## config.mk

```make
export PLATFORM = sky130hd
export DESIGN_NAME = smi_cmd_port
export DESIGN_NICKNAME = d
export VERILOG_FILES = /design/src/rtl/smi_port_pkg.sv /design/src/rtl/smi_port_decode.sv /design/src/rtl/smi_cfg_regs.sv /design/src/rtl/smi_data_regs.sv /design/src/rtl/smi_req_ctrl.sv /design/src/rtl/smi_cmd_port.sv
export SDC_FILE = /design/constraint.sdc
export NUM_CORES = 1
export LEC_CHECK = 0
export ABC_AREA = 1
export BUFFER_PORTS_ARGS = -buffer_cell sky130_fd_sc_hd__buf_4
export CAP_MARGIN = 10
export CELL_PAD_IN_SITES_DETAIL_PLACEMENT = 1
export CELL_PAD_IN_SITES_GLOBAL_PLACEMENT = 1
export CORE_ASPECT_RATIO = 0.5
export CORE_MARGIN = 4
export CORE_UTILIZATION = 32
export DETAILED_ROUTE_END_ITERATION = 8
export PLACE_DENSITY = 0.78
export SYNTH_ARGS = -nofsm -noshare
export SYNTH_HDL_FRONTEND = slang
export SYNTH_SLANG_ARGS = --single-unit
export TNS_END_PERCENT = 10
```

## constraint.sdc

```tcl
create_clock -name clk -period 2.3 [get_ports clk]
set_clock_uncertainty 0.15 [all_clocks]
set_input_delay 0 -clock clk [delete_from_list [all_inputs] [get_ports clk]]
set_output_delay 0 -clock clk [all_outputs]
set_load 0.01 [all_outputs]
```

## src/rtl/smi_port_pkg.sv

```systemverilog
package smi_port_pkg;

    localparam int IO_AW       = 16;
    localparam int BYTE_W      = 8;
    localparam int CFG_W       = 16;
    localparam int ALIGN_LSB   = 4;
    localparam int LEGACY_BIT  = 4;
    localparam int DISABLE_BIT = 0;
    localparam int NUM_PORTS   = 2;

    // index of each port inside the window, offset from base
    typedef enum int {
        PORT_CMD    = 0,
        PORT_STATUS = 1
    } port_idx_e;

    typedef enum logic {
        CFG_BASE = 1'b0,
        CFG_CTRL = 1'b1
    } cfg_sel_e;

    typedef struct packed {
        logic       base_we;
        logic       ctrl_we;
        logic       legacy_req;
        logic       dis_next;
    } cfg_ctl_t;

    function automatic logic [IO_AW-1:0] align_base(input logic [IO_AW-1:0] raw);
        logic [IO_AW-1:0] mask;
        mask = {IO_AW{1'b1}} << ALIGN_LSB;
        return raw & mask;
    endfunction

endpackage

```

## src/rtl/smi_port_decode.sv

```systemverilog
module smi_port_decode
    import smi_port_pkg::*;
#(
    parameter int AW     = IO_AW,
    parameter int NPORTS = NUM_PORTS
) (
    input  logic [AW-1:0]     addr,
    input  logic [AW-1:0]     base,
    output logic [NPORTS-1:0] hit_vec
);

    // one comparator per port of the window
    for (genvar p = 0; p < NPORTS; p++) begin : g_port
        localparam logic [AW-1:0] OFFSET = AW'(p);
        assign hit_vec[p] = (addr == (base + OFFSET));
    end

endmodule

```

## src/rtl/smi_cfg_regs.sv

```systemverilog
module smi_cfg_regs
    import smi_port_pkg::*;
#(
    parameter int AW      = IO_AW,
    parameter int CW      = CFG_W,
    parameter int LEG_BIT = LEGACY_BIT,
    parameter int DIS_BIT = DISABLE_BIT
) (
    input  logic          clk,
    input  logic          rst,
    input  logic          cfg_we,
    input  logic          cfg_sel,
    input  logic [CW-1:0] cfg_wdata,
    output logic [AW-1:0] base_q,
    output logic          dis_q,
    output cfg_ctl_t      ctl,
    output logic [CW-1:0] cfg_rdata
);

    always_comb begin
        ctl.base_we    = cfg_we && (cfg_sel == CFG_BASE);
        ctl.ctrl_we    = cfg_we && (cfg_sel == CFG_CTRL);
        ctl.legacy_req = ctl.ctrl_we && cfg_wdata[LEG_BIT];
        ctl.dis_next   = ctl.ctrl_we ? cfg_wdata[DIS_BIT] : dis_q;
    end

    always_ff @(posedge clk) begin
        if (rst) begin
            base_q <= '0;
            dis_q  <= 1'b0;
        end else begin
            if (ctl.base_we) begin
                base_q <= align_base(cfg_wdata[AW-1:0]);
            end
            dis_q <= ctl.dis_next;
        end
    end

    always_comb begin
        cfg_rdata = '0;
        if (cfg_sel == CFG_BASE) begin
            cfg_rdata[AW-1:0] = base_q;
        end else begin
            cfg_rdata[DIS_BIT] = dis_q;
        end
    end

endmodule

```

## src/rtl/smi_data_regs.sv

```systemverilog
module smi_data_regs
    import smi_port_pkg::*;
#(
    parameter int DW     = BYTE_W,
    parameter int NPORTS = NUM_PORTS
) (
    input  logic              clk,
    input  logic              rst,
    input  logic              wr,
    input  logic              rd,
    input  logic [NPORTS-1:0] hit_vec,
    input  logic [DW-1:0]     wdata,
    output logic [DW-1:0]     rdata
);

    logic [DW-1:0] port_q [NPORTS];

    // each port of the window holds one byte
    for (genvar p = 0; p < NPORTS; p++) begin : g_byte
        always_ff @(posedge clk) begin
            if (rst) begin
                port_q[p] <= '0;
            end else if (wr && hit_vec[p]) begin
                port_q[p] <= wdata;
            end
        end
    end

    always_comb begin
        rdata = '0;
        if (rd) begin
            for (int p = 0; p < NPORTS; p++) begin
                if (hit_vec[p]) begin
                    rdata = port_q[p];
                end
            end
        end
    end

endmodule

```

## src/rtl/smi_req_ctrl.sv

```systemverilog
module smi_req_ctrl (
    input  logic clk,
    input  logic rst,
    input  logic trig_cmd,
    input  logic trig_legacy,
    input  logic dis_next,
    input  logic dis_q,
    input  logic clr,
    output logic pend_q,
    output logic smi_o
);

    logic trig_ok;

    assign trig_ok = (trig_cmd || trig_legacy) && !dis_next;

    // set takes priority over clear
    always_ff @(posedge clk) begin
        if (rst) begin
            pend_q <= 1'b0;
        end else if (trig_ok) begin
            pend_q <= 1'b1;
        end else if (clr) begin
            pend_q <= 1'b0;
        end
    end

    assign smi_o = pend_q && !dis_q;

endmodule

```

## src/rtl/smi_cmd_port.sv

```systemverilog
module smi_cmd_port
    import smi_port_pkg::*;
#(
    parameter int AW      = IO_AW,
    parameter int DW      = BYTE_W,
    parameter int CW      = CFG_W,
    parameter int LEG_BIT = LEGACY_BIT,
    parameter int DIS_BIT = DISABLE_BIT
) (
    input  logic          clk,
    input  logic          rst,
    input  logic [AW-1:0] io_addr,
    input  logic          io_wr,
    input  logic          io_rd,
    input  logic [DW-1:0] io_wdata,
    output logic [DW-1:0] io_rdata,
    input  logic          cfg_we,
    input  logic          cfg_sel,
    input  logic [CW-1:0] cfg_wdata,
    output logic [CW-1:0] cfg_rdata,
    input  logic          smi_clr,
    output logic          smi_o
);

    localparam int NPORTS = NUM_PORTS;

    logic [AW-1:0]     base_q;
    logic              dis_q;
    cfg_ctl_t          ctl;
    logic [NPORTS-1:0] hit_vec;
    logic              cmd_hit_wr;
    logic              pend_q;

    smi_cfg_regs #(
        .AW(AW), .CW(CW), .LEG_BIT(LEG_BIT), .DIS_BIT(DIS_BIT)
    ) cfg_i (
        .clk(clk), .rst(rst),
        .cfg_we(cfg_we), .cfg_sel(cfg_sel), .cfg_wdata(cfg_wdata),
        .base_q(base_q), .dis_q(dis_q), .ctl(ctl), .cfg_rdata(cfg_rdata)
    );

    smi_port_decode #(.AW(AW), .NPORTS(NPORTS)) dec_i (
        .addr(io_addr), .base(base_q), .hit_vec(hit_vec)
    );

    smi_data_regs #(.DW(DW), .NPORTS(NPORTS)) data_i (
        .clk(clk), .rst(rst),
        .wr(io_wr), .rd(io_rd), .hit_vec(hit_vec),
        .wdata(io_wdata), .rdata(io_rdata)
    );

    assign cmd_hit_wr = io_wr && hit_vec[PORT_CMD];

    smi_req_ctrl req_i (
        .clk(clk), .rst(rst),
        .trig_cmd(cmd_hit_wr), .trig_legacy(ctl.legacy_req),
        .dis_next(ctl.dis_next), .dis_q(dis_q),
        .clr(smi_clr), .pend_q(pend_q), .smi_o(smi_o)
    );

endmodule

```

==> flow_summary.toml, run 1 <==
[cells_and_area]
seqCellArea_um2 = 760.7
fillers = 604
drive_gt1_share_pct = 26.02
fin_nets = 365
multi_input_area_um2 = 656.9
final_area_mm2 = 0.002487
area_growth_pct = 53.75
antennaDiodeCount = 0

[sta]
worst_pin_slew_ns = 0.6751
drv_slew = 0
setup_viol = 0
fin_crit_ns = 2.095
hold_viol = 0
relSlewSlack_pct = 54.94
max_freq_mhz = 477.2
layout_setup_ws_ns = 0.2047
fin_crit_sh_pct = 91.10

[route]
drt_pass1_iterations = 4
wirelength_um = 4892
drc = 0
postRouteAntennaNets = 0
vias = 1710
wire_per_inst_um = 12.71
drtIter0Drc = 38
viasPerCell = 4.442

[flow_run]
cap_viol_max_count = 0

[cts]
h-tree-depth = 2
clockRootBuffer = "clkbuf_8"
numCtsBuffers = 5
insertion_delay_ns = 0.28
clock_path_buffers = 2
clk_pin_slew_ns = 0.07
cts_tree = "yes"
clock-sinks = 30
cts_setup_buffers = 0

[global_routing]
antenna_found_initial = 0
grt_pass1_wl_um = 8086
grt_remaining_overflow = 0
grt_max_degree = 25
grt_pass1_vias = 1759
grt_use_total_pct = 16.35

[die]
die_width_um = 108.6
start_util_pct = 34.89
dieArea_mm2 = 0.006326
rows = 17
core_mm2 = 0.004637
dieHeight_um = 58.28
io_pins = 72

[setup_path]
critPathMaxFanout = 9
critPathLaunchType = "flop"
worst_path_most_repeated_cell = "nand2_1"
crit_chain = "inv_1, nand2_1, nand2_1, nor2_1, nand2_1, nor2_2, nand2_1, clkinvlp_4, nand2_1, a21oi_1, buf_4"
critPathRequiredTime_ns = 2.15
crit_type = "reg2out"
slowest_delay_ns = 0.33
cpMaxStageDelayCell = "dfxtp_1"
endpoint_kind = "primary output"
cp.arrival_ns = 1.95

[power]
powerDensity_mw_per_mm2 = 493.2
peakVddDrop_mv = 0.1975
p_leak_nw = 1.213

[run_status]
outcome = "complete, no violations"

[place]
portBuffers = 65
placed_area_mm2 = 0.002157
dp_slack_ns = 0.4325
hpwlAfterDp_um = 3449
place_congestion = 0.7173

[synth]
yosysTopAreaCell = "edfxtp_1"
netlist_instances = 227
synth-edff-count = 16
synth-seq-area-share_pct = 47.02
synth_top_flop_cell = "edfxtp_1"
synth_cell_types = 22
synth_warnings = 0
async_flop_share_pct = 0
avgSynthCellArea_um2 = 7.127
ys_ff_latch = 30
synth.area.top_cells = "edfxtp_1 (30%), dfxtp_1 (17%), nand2_1 (13%), inv_1 (9.0%), nor2_1 (9.0%)"
syn_area_mm2 = 0.001618
netlist.area_leader.share_pct = 29.70

[hold_path]
worstHoldPathType = "in2reg"
==> stage by stage <==
step	TNS [ns]	hold WS (ns)	cells	utilization (%)	total power [mW]
4_1_cts	0	0.03574	385	53.48	1.234
3_3_place_gp	0	0.02831	353	46.52	0.7884
3_5_place_dp	0	0.03783	353	46.52	0.7964
2_1_floorplan	0	-0.08093	229	-	0.6997
5_1_grt	-0.01545	0.04834	385	53.64	1.290
6_report	0	0.04110	385	53.64	1.227
==> kinds of logic after synthesis <==
kind of cell    synth area share, %
compound gates                10.52
buf+inv                       13.07
flops                         47.02
mux                          0.6187
other cells                  0.2318
simple gates                  28.54
==> synthesized netlist by cell type (2+ instances only) <==
cell type  number
nand2_1        55
inv_1          39
nor2_1         39
a21oi_1        21
edfxtp_1       16
dfxtp_1        14
o21ai_0        13
nand3_1        10
buf_4           3
clkbuf_1        3
inv_2           2
nand3_4         2
==> layer usage <==
| metal | share of wire, % | wire length, um | track usage (%) | up-vias |
|---|---|---|---|---|
| li1 | - | - | - | 874 |
| met1 | 40 | 1962 | 18.18 | 802 |
| met2 | 55 | 2700 | 31.34 | 30 |
| met3 | 3.9 | 189 | 4.227 | 4 |
| met4 | 0.82 | 40 | 4.137 | 0 |
| met5 | 0 | 0 | 0 | - |
==> flip-flops by register name, indices dropped and copies added (netlist names) <==
register       cells
cfg_i.dis_q        1
cfg_i.base_q      12
data_i.port_q     16
req_i.pend_q       1
==> cell usage in the layout, fill, tap and decap left out, drive strengths merged <==
| cell type | instances |
|---|---|
| or2 | 1 |
| clkinv | 2 |
| nand3 | 12 |
| mux2i | 1 |
| dlygate4sd3 | 24 |
| buf | 67 |
| clkinvlp | 1 |
| inv | 41 |
| conb | 3 |
| nand2 | 55 |
| dfxtp | 14 |
| a21oi | 21 |
| nor2 | 40 |
| o21ai | 13 |
| edfxtp | 16 |
| and2 | 1 |
| clkbuf | 6 |
| nor3 | 1 |
==> path summary, 6_finish.rpt <==
check        cells past startpoint  slack (ns)                  end             start
max                             11        0.20          io_rdata[5]   cfg_i.base_q[6]
min                              3        0.04  data_i.port_q[1][0]             io_wr
max reg2reg                     11        0.30         req_i.pend_q  cfg_i.base_q[15]
min reg2reg                      2        0.33     cfg_i.base_q[11]  cfg_i.base_q[11]
==> critical path, delay by kind of cell, from the launching register on <==
| family | cells | cell delay (ns) |
|---|---|---|
| compound gates | 1 | 0.17 |
| buf+inv | 3 | 0.44 |
| flops | 1 | 0.33 |
| simple gates | 7 | 0.71 |
==> power by group <==
group	internal (mW)	switching [mW]	total (mW)
logic	0.115	0.104	0.219
registers	0.588	0.0107	0.598
clock network	0.209	0.200	0.410
total	0.912	0.315	1.23
==> what timing repair did <==
item,in CTS,in global routing
setup endpoints to repair,0,8
hold endpoints to repair,30,0
resized for setup,0,3
hold buffers,24,0
==> layout make-up <==
type | count | share of cell area (%)
inverter | 42 | 6.489
clock buffer | 6 | 2.917
multi-input combinational | 148 | 26.41
sequential | 30 | 30.58
clock inverter | 2 | 0.4024
tap | 66 | 3.320
timing repair buffer | 91 | 29.88
(Power assumes the default switching activity.)
==> inputs of run 2 (changes only) <==
--- a/config.mk
+++ b/config.mk
@@ -14,6 +14,7 @@
 export CORE_MARGIN = 4
 export CORE_UTILIZATION = 32
 export DETAILED_ROUTE_END_ITERATION = 8
+export MAX_ROUTING_LAYER = met4
 export PLACE_DENSITY = 0.78
 export SYNTH_ARGS = -nofsm -noshare
 export SYNTH_HDL_FRONTEND = slang
==> run 2 against run 1 <==
Final area is the same. Final cell count unchanged. Setup slack improved by 0.0041 ns. Sequential cell count unchanged. Highest routed layer unchanged. Maximum frequency is 0.20% higher. Register-to-register slack barely moved. Sequential power about the same. Combinational power is essentially flat.
==> flow_summary.toml, run 2 (synthesis results as in run 1) <==
[cts]
clockRootBuffer = "clkbuf_8"
h-tree-depth = 2
numCtsBuffers = 5
cts_tree = "yes"
insertion_delay_ns = 0.28
clk_pin_slew_ns = 0.07
clock-sinks = 30
clock_path_buffers = 2

[sta]
fin_crit_ns = 2.091
fin_crit_sh_pct = 90.92
relSlewSlack_pct = 55.13
setup_viol = 0
hold_viol = 0
drv_slew = 0
worst_pin_slew_ns = 0.6723
finalSetupTns_ns = 0
max_freq_mhz = 478.2

[route]
wirelength_um = 4876
route.met3.wl_um = 177
vias = 1708
drt_pass1_iterations = 4
drc = 0
drtIter0Drc = 44
viasPerCell = 4.436
wl_met2_um = 2706
highest_layer = "met4"
drt-met1-wl_um = 1951
postRouteAntennaNets = 0
wire_per_inst_um = 12.66

[cells_and_area]
drive_gt1_share_pct = 26.02
final_cell_mix = "buf_4 (67), nand2_1 (55), inv_1 (39)"
fin_cells = 385
largest_reg_flops = 16
fin_nets = 365
layout_commonest_cell = "buf_4"
post-route-util_pct = 53.64
top_register = "data_i.port_q"
reg_top3 = "data_i.port_q x16, cfg_i.base_q x12"
area_growth_pct = 53.75
antennaDiodeCount = 0

[setup_path]
cp_num_cells = 11
cpMaxStageDelayCell = "dfxtp_1"
crit_type = "reg2out"
slowest_delay_ns = 0.33
endpoint_kind = "primary output"
ff2ff_path_depth = 11
critPathLaunchType = "flop"
cp.arrival_ns = 1.94
cp_top_family = "simple AND/OR/NAND/NOR gates"
critPathRequiredTime_ns = 2.15
crit_chain = "inv_1, nand2_1, nand2_1, nor2_1, nand2_1, nor2_2, nand2_1, clkinvlp_4, nand2_1, a21oi_1, buf_4"
crit_buf_inv = 3
critPathMaxFanout = 9
worst_path_most_repeated_cell = "nand2_1"

[die]
dieHeight_um = 58.28
io_pins = 72
die_width_um = 108.6
start_util_pct = 34.89
dieArea_mm2 = 0.006326
core_mm2 = 0.004637
rows = 17

[power]
peakVddDrop_mv = 0.1923
power_mw = 1.223
powerDensity_mw_per_mm2 = 491.8
p_leak_nw = 1.213

[hold_path]
min_path_cells = 3
worstHoldPathType = "in2reg"

[run_status]
outcome = "complete, no violations"

[global_routing]
grt_max_degree = 25
grt_use_total_pct = 16.86
grt_pass1_vias = 1761
grt_remaining_overflow = 0
antenna_found_initial = 0
grt_pass1_wl_um = 8079

[place]
hpwlAfterDp_um = 3449
portBuffers = 65
place_congestion = 0.7256
place_inst = 353

[flow_run]
cap_viol_max_count = 0
==> run 2: cell type report <==
class	instances	area, um2
fill	604	2150
timing repair buffer	91	743.2
clock buffer	6	72.57
tap	66	82.58
clock inverter	2	10.01
multi-input combinational	148	656.9
inverter	42	161.4
sequential	30	760.7
==> run 2: worst paths after layout <==
check / start / endpoint / slack (ns)
max: cfg_i.base_q[6] / io_rdata[5] / 0.21
min: io_wr / data_i.port_q[1][2] / 0.04
max reg2reg: cfg_i.base_q[15] / req_i.pend_q / 0.30
min reg2reg: cfg_i.base_q[11] / cfg_i.base_q[11] / 0.33
==> run 2: stage by stage <==
step,hold WS [ns],setup slack [ns],instance area [um2]
final,0.04272,0.2088,2487
after global routing,0.04850,-0.01389,2487
after global placement,0.02831,0.5030,2157
after CTS,0.03574,0.1672,2480
after detailed placement,0.03783,0.4325,2157
after floorplan,-0.08093,0.3493,1625
==> run 2: power by group <==
part           switching (mW)  internal, mW
Clock                   0.197         0.209
Sequential             0.0107         0.588
Combinational           0.104         0.115
Total                   0.311         0.912
==> run 2: timing repair <==
action | CTS | global route
gates resized for setup | 0 | 3
setup endpoints to repair | 0 | 8
hold buffers | 24 | 0
hold endpoints to repair | 30 | 0
buffers inserted | 0 | 0
==> run 2: metal layers <==
metal  vias to the layer above  GRT usage [%]
li1                        874              -
met1                       800          18.24
met2                        30          31.34
met3                         4          4.116
met4                         0          4.137
met5                         -              -
==> run 2: tightest hold or removal path: cells and delay by family <==
| kind | cells | cell delay (ns) |
|---|---|---|
| buf+inv | 1 | 0.13 |
| simple gates | 2 | 0.23 |
